===== config.mk =====
export PLATFORM = sky130hd
export DESIGN_NAME = pipe_hazard_ctrl
export DESIGN_NICKNAME = d
export VERILOG_FILES = /design/src/rtl/hzc_pkg.sv /design/src/rtl/hzc_src_select.sv /design/src/rtl/hzc_load_interlock.sv /design/src/rtl/hzc_idex_ctl.sv /design/src/rtl/pipe_hazard_ctrl.sv
export SDC_FILE = /design/constraint.sdc
export NUM_CORES = 1
export LEC_CHECK = 0
export ABC_AREA = 1
export BUFFER_PORTS_ARGS = -buffer_cell sky130_fd_sc_hd__buf_4
export CORE_ASPECT_RATIO = 2
export CORE_UTILIZATION = 38
export DETAILED_ROUTE_END_ITERATION = 10
export PLACE_DENSITY_LB_ADDON = 0.05
export SYNTH_ARGS = -nofsm -noshare
export SYNTH_HDL_FRONTEND = slang
export SYNTH_SLANG_ARGS = --single-unit

===== constraint.sdc =====
create_clock -name clk -period 1.6 [get_ports clk]
set_input_delay 0.08 -clock clk [delete_from_list [all_inputs] [get_ports clk]]
set_output_delay 0.08 -clock clk [all_outputs]
set_load 0.005 [all_outputs]

===== src/rtl/hzc_pkg.sv =====
package hzc_pkg;
  // ALU operand source code; the datapath mux decodes these values
  typedef enum logic [1:0] {
    SRC_RF    = 2'b00,
    SRC_MEMWB = 2'b01,
    SRC_EXMEM = 2'b10
  } opsrc_e;

  typedef struct packed {
    logic wr_en;
    logic is_load;
    logic is_store;
  } stage_ctl_t;
endpackage


===== src/rtl/hzc_src_select.sv =====
module hzc_src_select
  import hzc_pkg::*;
#(
  parameter int unsigned IDX_W = 5
) (
  input  logic             clk,
  input  logic             rst_n,
  input  logic [IDX_W-1:0] src_idx,
  input  logic [IDX_W-1:0] exmem_rd,
  input  logic             exmem_we,
  input  logic             exmem_load,
  input  logic [IDX_W-1:0] memwb_rd,
  input  logic             memwb_we,
  output opsrc_e           sel
);
  logic near_hit, far_hit;

  // EX/MEM of a load carries an address, not data: never bypass it
  assign near_hit = exmem_we && !exmem_load && (exmem_rd != '0) && (exmem_rd == src_idx);
  assign far_hit  = memwb_we && (memwb_rd != '0) && (memwb_rd == src_idx);

  always_comb begin
    sel = SRC_RF;
    if (far_hit)  sel = SRC_MEMWB;
    if (near_hit) sel = SRC_EXMEM; // younger result wins
  end

  assert_zero_src_from_rf_R5: assert property (@(posedge clk) disable iff (!rst_n)
    (src_idx == '0) |-> (sel == SRC_RF));

  assert_no_bypass_of_load_addr_R9: assert property (@(posedge clk) disable iff (!rst_n)
    exmem_load |-> (sel != SRC_EXMEM));
endmodule


===== src/rtl/hzc_load_interlock.sv =====
module hzc_load_interlock #(
  parameter int unsigned IDX_W = 5
) (
  input  logic             clk,
  input  logic             rst_n,
  input  logic [IDX_W-1:0] id_rs1,
  input  logic [IDX_W-1:0] id_rs2,
  input  logic             id_store,
  input  logic [IDX_W-1:0] ex_rd,
  input  logic             ex_we,
  input  logic             ex_load,
  output logic             stall
);
  logic load_live, use_addr, use_data;

  assign load_live = ex_we && ex_load && (ex_rd != '0);
  assign use_addr  = (id_rs1 == ex_rd);
  // store data is forwarded in the memory stage, so it does not interlock
  assign use_data  = (id_rs2 == ex_rd) && !id_store;
  assign stall     = load_live && (use_addr || use_data);

  assert_stall_only_behind_load_R7: assert property (@(posedge clk) disable iff (!rst_n)
    stall |-> (ex_load && ex_we));
endmodule


===== src/rtl/hzc_idex_ctl.sv =====
module hzc_idex_ctl
  import hzc_pkg::*;
#(
  parameter int unsigned IDX_W = 5
) (
  input  logic             clk,
  input  logic             rst_n,
  input  logic             bubble,
  input  logic [IDX_W-1:0] in_rs1,
  input  logic [IDX_W-1:0] in_rs2,
  input  logic [IDX_W-1:0] in_rd,
  input  stage_ctl_t       in_ctl,
  output logic [IDX_W-1:0] q_rs1,
  output logic [IDX_W-1:0] q_rs2,
  output logic [IDX_W-1:0] q_rd,
  output stage_ctl_t       q_ctl
);
  always_ff @(posedge clk or negedge rst_n) begin
    if (!rst_n) begin
      q_rs1 <= '0;
      q_rs2 <= '0;
      q_rd  <= '0;
      q_ctl <= '0;
    end else if (bubble) begin
      q_rs1 <= '0;
      q_rs2 <= '0;
      q_rd  <= '0;
      q_ctl <= '0;
    end else begin
      q_rs1 <= in_rs1;
      q_rs2 <= in_rs2;
      q_rd  <= in_rd;
      q_ctl <= in_ctl;
    end
  end

  assert_bubble_clears_ctl_R8: assert property (@(posedge clk) disable iff (!rst_n)
    bubble |=> (q_ctl == '0 && q_rd == '0));
endmodule


===== src/rtl/pipe_hazard_ctrl.sv =====
module pipe_hazard_ctrl
  import hzc_pkg::*;
#(
  parameter int unsigned IDX_W = 5
) (
  input  logic             clk,
  input  logic             rst_n,
  input  logic [IDX_W-1:0] id_rs1,
  input  logic [IDX_W-1:0] id_rs2,
  input  logic [IDX_W-1:0] id_rd,
  input  logic             id_we,
  input  logic             id_load,
  input  logic             id_store,
  input  logic [IDX_W-1:0] exmem_rd,
  input  logic             exmem_we,
  input  logic             exmem_load,
  input  logic             exmem_store,
  input  logic [IDX_W-1:0] exmem_data_reg,
  input  logic [IDX_W-1:0] memwb_rd,
  input  logic             memwb_we,
  input  logic             memwb_load,
  output logic             stall,
  output logic [1:0]       fwd_a_sel,
  output logic [1:0]       fwd_b_sel,
  output logic             store_data_fwd,
  output logic             idex_we,
  output logic             idex_load,
  output logic             idex_store,
  output logic [IDX_W-1:0] idex_rd
);
  localparam int unsigned NUM_SRC = 2;

  stage_ctl_t       dec_ctl, ex_ctl;
  logic [IDX_W-1:0] ex_rs1, ex_rs2, ex_rd;
  logic [IDX_W-1:0] ex_src [NUM_SRC];
  opsrc_e           op_sel [NUM_SRC];

  assign dec_ctl = '{wr_en: id_we, is_load: id_load, is_store: id_store};

  hzc_idex_ctl #(.IDX_W(IDX_W)) u_idex (
    .clk(clk), .rst_n(rst_n), .bubble(stall),
    .in_rs1(id_rs1), .in_rs2(id_rs2), .in_rd(id_rd), .in_ctl(dec_ctl),
    .q_rs1(ex_rs1), .q_rs2(ex_rs2), .q_rd(ex_rd), .q_ctl(ex_ctl)
  );

  hzc_load_interlock #(.IDX_W(IDX_W)) u_interlock (
    .clk(clk), .rst_n(rst_n),
    .id_rs1(id_rs1), .id_rs2(id_rs2), .id_store(id_store),
    .ex_rd(ex_rd), .ex_we(ex_ctl.wr_en), .ex_load(ex_ctl.is_load),
    .stall(stall)
  );

  assign ex_src[0] = ex_rs1;
  assign ex_src[1] = ex_rs2;

  for (genvar g = 0; g < NUM_SRC; g++) begin : g_opsel
    hzc_src_select #(.IDX_W(IDX_W)) u_sel (
      .clk(clk), .rst_n(rst_n), .src_idx(ex_src[g]),
      .exmem_rd(exmem_rd), .exmem_we(exmem_we), .exmem_load(exmem_load),
      .memwb_rd(memwb_rd), .memwb_we(memwb_we), .sel(op_sel[g])
    );
  end

  assign fwd_a_sel = op_sel[0];
  assign fwd_b_sel = op_sel[1];

  // load in writeback feeding the store data directly behind it
  assign store_data_fwd = exmem_store && memwb_we && memwb_load &&
                          (memwb_rd != '0) && (memwb_rd == exmem_data_reg);

  assign idex_we    = ex_ctl.wr_en;
  assign idex_load  = ex_ctl.is_load;
  assign idex_store = ex_ctl.is_store;
  assign idex_rd    = ex_rd;

  assert_single_cycle_stall_R12: assert property (@(posedge clk) disable iff (!rst_n)
    stall |=> !stall);

  assert_store_fwd_zero_dest_R5: assert property (@(posedge clk) disable iff (!rst_n)
    (memwb_rd == '0) |-> !store_data_fwd);
endmodule


==> metrics.txt, run 1 <==
WP data arrival=approximately 1.4 ns; Setup Total Neg Slack=0 ns; total core area=~0.0032 sq mm; CTS tree=built; setup bufs post-CTS=0; CTS root buffer=clkbuf_8; Tmin final=approximately 1.5 ns; initial antenna violation count=0; critical path required time=1.52 ns; Max Clk Rate=676.9 MHz; synthesized area=0.001257 sq mm; clk buf depth=2; # Max-Cap Violations=0; post-synthesis cell count=approximately 170; CP startpoint kind=register; DRT antenna net count=0; top cell type by total area after synthesis=dfrtp_1; mean area per synthesized cell=7.575 sq um; outcome=completed; PwrDens=between 600 and 700 mW/mm^2; final hold slack=about 0.034 ns; Ant. Diodes=0; DR vias=1,263; # IOs=54; placement-stage cell area=between 0.0015 and 0.002 sq mm; Post-synth top cells=nand2_1, inv_1, dfrtp_1, nor2_1, xnor2_1; final worst path period share=just over 90%; Layout Area Growth over Synthesis=35.52%; dpl hpwl=roughly 2500 microns; Post-synth EDFFs=0; CP Class=reg2out; RD Place Congestion=0.8941; clk sink count=18; Clock Latency Late Sink=roughly 0.25 ns; final slew viol count=0; largest net degree at the start of global routing=19; share of layout cells above drive strength 1=a little over a third; fin area=around 0.0017 sq mm; # rows=29; first-pass GRT wire length=5230 microns; initial drt markers=15; initial core utilization=39.83%; total detailed-routing wirelength=~3100 microns; drt pass-1 iters=3; Unique masters post-synth=20; worst hold path class=in2reg; # H-tree levels=1; die width=42.68 microns; gr usage total=a little under a fifth; Setup crit end kind=output pin; Final setup violation count=0; grt ovf=0; Clock transition at path regs=about 0.07 ns; most common cell in the synthesized netlist=nand2_1; die area=0.003557 sq mm; Port Buffer Count=53; total CTS buffers=3; slew margin rel.=around 70%; Die Y=about 83 microns; Syn Nets=a little over 200; synth top area cells=dfrtp_1, nand2_1, xnor2_1; Seq/Total Area, Yosys=a little over a third; Yosys Warn Count=0; Synth Flop Type=dfrtp_1; nets@finish=between 200 and 300; Avg Vias per Cell=~5.1; Worst-Margin Slew=0.4225 ns; Yosys reg bits=18; number of global-route vias before repair=around 1,400; WL per Instance=12.36 microns; Clock Skews=between 0.004 and 0.005 ns; VDD IR-drop max=approximately 0.56 mV; RSZ-0062 raised after global routing=false; leak pwr=0.9067 nW; final hold vios=0; ys async rst share=100.0%; top cell type's share of synthesized area=between 30% and 40%; drc violations=0; flop2flop setup slack=0.24 ns; critical path fanouts, max=2
-- metal layers --
layer	vias to the layer above	wire length [microns]	track usage [%]
li1	613	-	-
met1	585	996	16.22
met2	50	1784	37.88
met3	15	164	1.957
met4	0	143	10.51
met5	-	0	0
-- area by class of cell --
class / count / area, sq um
clock buffer: 3 / 41.29
fill: 320 / 1453
inverter: 30 / 112.6
multi-input combinational: 114 / 651.9
sequential: 18 / 451.7
tap: 31 / 38.79
timing repair buffer: 54 / 407.9
-- cell families (layout without fill, tap and decap cells) --
kind of cell / count (synthesis) / in the layout / synth area share [%]
AOI/OAI and AO/OA: 23 / 23 / 12.34
xor gates and xnor gates: 22 / 22 / 15.32
DFF: 18 / 18 / 35.82
buffers and inverters: 34 / 87 / 12.34
and+or+nand+nor: 69 / 69 / 24.18
-- sequential cells by signal (all words and copies together), names as in the netlist --
signal / count
u_idex.q_rs2: 5
u_idex.q_ctl: 3
u_idex.q_rd: 5
u_idex.q_rs1: 5
-- per-stage QoR --
step | worst slack, ns | std cells | util (%) | power, mW
4_1_cts | 0.1075 | 250 | 53.94 | 1.132
2_1_floorplan | 0.4264 | 166 | - | 0.6790
5_1_grt | 0.004903 | 250 | 53.98 | 1.189
6_report | 0.1227 | 250 | 53.98 | 1.129
3_5_place_dp | 0.2419 | 246 | 52.32 | 0.8269
3_3_place_gp | 0.2764 | 246 | 52.32 | 0.8177
-- layout by cell type (no fill, tap or decap), types with 3 or more instances in the layout --
| cell type | Yosys | layout |
|---|---|---|
| buf_4 | 3 | 53 |
| nand4_1 | 3 | 3 |
| dfrtp_1 | 18 | 17 |
| nand2_1 | 34 | 34 |
| nand3_1 | 6 | 6 |
| xor2_1 | 8 | 8 |
| xnor2_1 | 14 | 14 |
| inv_1 | 25 | 25 |
| a21oi_2 | 10 | 10 |
| inv_2 | 5 | 5 |
| a21oi_1 | 10 | 10 |
| nor2_1 | 18 | 18 |
| clkbuf_8 | 0 | 3 |
-- power breakdown --
group | total [mW] | internal, mW | switching (mW)
clock | 0.311 | 0.167 | 0.144
combinational | 0.310 | 0.156 | 0.154
sequential | 0.508 | 0.482 | 0.0259
-- critical path, cell delays in order, from the launching register on --
cell and delay (ns):
dfrtp_1 0.41, xnor2_1 0.18, nand2_1 0.06, nor3_1 0.28
nor2_1 0.09, buf_4 0.14
-- timing repair --
action | 4_1_cts | 5_1_grt
hold endpoints to repair | 18 | 0
hold buffers | 1 | 0
resized for setup | 0 | 1
endpoints found under the setup margin | 0 | 1
-- worst paths after layout --
check / from / to / cells past startpoint
min: id_rd[1] / u_idex.q_rd[1] / 3
max in group asynchronous: rst_n / u_idex.q_rd[0] / 2
max reg2reg: u_idex.q_rd[1] / u_idex.q_rd[3] / 5
min reg2reg: u_idex.q_ctl[2] / u_idex.q_rs2[0] / 3
max: u_idex.q_rs2[3] / fwd_b_sel[0] / 5
min in group asynchronous: rst_n / u_idex.q_rd[1] / 2
No activity file was read; power rests on OpenSTA's default activity.
==> run 2: changes to the inputs <==
--- a/config.mk
+++ b/config.mk
@@ -13,4 +13,5 @@
 export PLACE_DENSITY_LB_ADDON = 0.05
 export SYNTH_ARGS = -nofsm -noshare
 export SYNTH_HDL_FRONTEND = slang
+export SYNTH_HIERARCHICAL = 1
 export SYNTH_SLANG_ARGS = --single-unit
==> constraint.sdc (replaced) <==
create_clock -name clk -period 1.9 [get_ports clk]
set_input_delay 0.095 -clock clk [delete_from_list [all_inputs] [get_ports clk]]
set_output_delay 0.095 -clock clk [all_outputs]
set_load 0.005 [all_outputs]
==> metrics.txt, run 2 <==
Layout Area Growth over Synthesis=35.03% (was 35.52%); commonest non-fill, non-tap cell in the layout=nand2_1 (was buf_4); critical path required time=1.80 ns (was 1.52 ns); Clock Skews=0.003789 ns (was 0.004727 ns); final hold vios=0 (unchanged); clk sink count=18 (unchanged); Synth Flop Type=dfrtp_1 (unchanged); CP Class=reg2out (unchanged); first-pass GRT wire length=5720 microns (was 5230 microns); DRT antenna net count=0 (unchanged); drc violations=0 (unchanged); die width=45.31 microns (was 42.68 microns); clk buf depth=2 (unchanged); Max Clk Rate=about 570 MHz; Avg Vias per Cell=4.338 (was 5.052); slew margin rel.=82.08% (was 71.80%); top cell type by total area after synthesis=dfrtp_1 (unchanged); # rows=31 (was 29); met1 WL=1216 microns (was 996 microns); fin area=0.001924 sq mm (was 0.001704 sq mm); outcome=completed (unchanged); gr usage total=20.18% (was 18.89%); Inst Count DP=359 (was 246); Syn Nets=300 (was 206); biggest regs=u_idex/q_rd x5, u_idex/q_rs1 x5, u_idex/q_rs2 x5 (was u_idex.q_rd x5, u_idex.q_rs1 x5, u_idex.q_rs2 x5); VDD IR-drop max=0.6058 mV (was 0.5563 mV); largest net degree at the start of global routing=19 (unchanged); Seq/Total Area, Yosys=31.61% (was 35.82%); RSZ-0062 raised after global routing=false (unchanged); synthesized area=0.001425 sq mm (was 0.001257 sq mm); Post-synth top cells=nand2_1, inv_1, nor2_1 (was nand2_1, inv_1, dfrtp_1, nor2_1, xnor2_1); placement-stage cell area=0.001851 sq mm (was 0.001652 sq mm); Setup Total Neg Slack=0 ns (unchanged); total detailed-routing wirelength=3776 microns (was 3089 microns); Setup crit end kind=output pin (unchanged); drt pass-1 iters=4 (was 3); RD Place Congestion=0.8775 (was 0.8941); ys async rst share=100.0% (unchanged); final hold slack=0.04475 ns (was 0.03440 ns); CTS root buffer=clkbuf_8 (unchanged); Clock Latency Late Sink=0.26 ns (was 0.25 ns); routed wl met2=2292 microns (was 1784 microns); die area=0.004014 sq mm (was 0.003557 sq mm); total core area=0.003607 sq mm (was 0.003157 sq mm); routed wire length on met3=108 microns (was 164 microns); share of layout cells above drive strength 1=20.95% (was 35.62%); final slew viol count=0 (unchanged); post-synthesis cell count=260 (was 166); critical path fanouts, max=15 (was 2); worst hold path class=in2reg (unchanged); number of global-route vias before repair=1,429 (was 1,350); top cell type's share of synthesized area=31.61% (was 35.82%); Ant. Diodes=0 (unchanged); initial antenna violation count=0 (unchanged); Clock transition at path regs=0.07 ns (about the same); total CTS buffers=3 (unchanged); CP startpoint kind=register (unchanged); initial core utilization=39.51% (was 39.83%); synth top area cells=dfrtp_1, nand2_1, inv_1 (was dfrtp_1, nand2_1, xnor2_1); Yosys reg bits=18 (unchanged); WP data arrival=1.66 ns (was 1.40 ns); nets@finish=356 (was 261); mean area per synthesized cell=5.481 sq um (was 7.575 sq um); Tmin final=between 1.5 and 2 ns; Final setup violation count=0 (unchanged); CTS tree=built (unchanged); # H-tree levels=1 (unchanged); highest routed metal layer=met4 (unchanged); WL per Instance=10.37 microns (was 12.36 microns); PwrDens=522.5 mW/mm^2 (was 662.4 mW/mm^2); initial drt markers=30 (was 15); Port Buffer Count=53 (unchanged); grt ovf=0 (unchanged); Non-Filler Instances=364 (was 250); # IOs=54 (unchanged); Post-synth EDFFs=0 (unchanged); Tot Pwr=1.005 mW (was 1.129 mW); leak pwr=1.279 nW (was 0.9067 nW); dpl hpwl=3186 microns (was 2545 microns); Unique masters post-synth=15 (was 20); most frequent cells in the layout=nand2_1, inv_1, buf_4 (was buf_4, nand2_1, inv_1); final worst path period share=92.11%; DR vias=1,579 (was 1,263); Yosys Warn Count=6 (was 0); most common cell in the synthesized netlist=nand2_1 (unchanged); Die Y=88.61 microns (was 83.35 microns); # Max-Cap Violations=0 (unchanged); Worst-Margin Slew=0.2688 ns (was 0.4225 ns)
==> run 2: cell count changes after synthesis, moves of 3 or more <==
cell / delta
nand2_1: +64
inv_1: +43
nor2_1: +26
xnor2_1: -13
a21oi_2: -10
xor2_1: -8
a21oi_1: -4
nand3_1: +3
==> run 2: layout make-up <==
class,instances,area (sq um)
sequential,18,451.7
clock buffer,4,55.05
timing repair buffer,55,419.2
tap,49,61.31
multi-input combinational,166,666.9
fill,415,1683
inverter,72,270.3
==> run 2: cell families (layout without fill, tap and decap cells) <==
family / after synthesis / after routing / share of synthesized area (%)
simple gates: 157 / 157 / 43.11
flops: 18 / 18 / 31.61
buf+inv: 76 / 131 / 21.86
compound gates: 8 / 8 / 2.810
xor+xnor: 1 / 1 / 0.6147
==> run 2: metrics by stage <==
step                      worst slack [ns]  utilization (%)
after detailed placement            0.2530            51.30
final                               0.1499            53.35
after global placement              0.2501            51.30
after global routing               0.01087            53.35
after floorplan                     0.5485                -
after CTS                          0.08818            53.21
==> run 2: worst paths after layout <==
path | from | to | slack (ns) | cells past startpoint
max | u_idex/q_rd[1] | stall | 0.15 | 8
min | id_rd[4] | u_idex/q_rd[4] | 0.04 | 3
max reg2reg | u_idex/q_rd[1] | u_idex/q_rs1[2] | 0.45 | 8
min reg2reg | u_idex/q_ctl[2] | u_idex/q_rs1[1] | 0.68 | 3
max in group asynchronous | rst_n | u_idex/q_rd[4] | 1.44 | 2
min in group asynchronous | rst_n | u_idex/q_rs1[3] | 0.25 | 2
==> run 2: worst max-delay path, stage by stage, from the launching register on <==
cell,delay (ns)
dfrtp_1,0.41
inv_1,0.08
nand2_1,0.08
nand2_1,0.05
nor2_1,0.08
nand3_1,0.10
a21oi_2,0.27
buf_6,0.21
buf_4,0.13
==> run 2: report_power, final <==
| part | switching (mW) | internal [mW] | total [mW] |
|---|---|---|---|
| clock | 0.131 | 0.184 | 0.315 |
| combinational | 0.138 | 0.124 | 0.262 |
| sequential | 0.0220 | 0.406 | 0.428 |
| total | 0.291 | 0.715 | 1.01 |
==> run 2: what timing repair did <==
action	4_1_cts	5_1_grt
hold buffers	1	0
resized for setup	1	2
pin swaps	0	0
setup endpoints to repair	1	1
cloned	0	0
endpoints found under the hold margin	18	0
setup buffers	0	0
==> run 2: layer usage <==
| metal | GRT usage [%] | vias to the layer above |
|---|---|---|
| met5 | 0 | - |
| met4 | 11.02 | 0 |
| met3 | 1.633 | 11 |
| met2 | 43.35 | 43 |
| met1 | 15.36 | 682 |
| li1 | - | 843 |
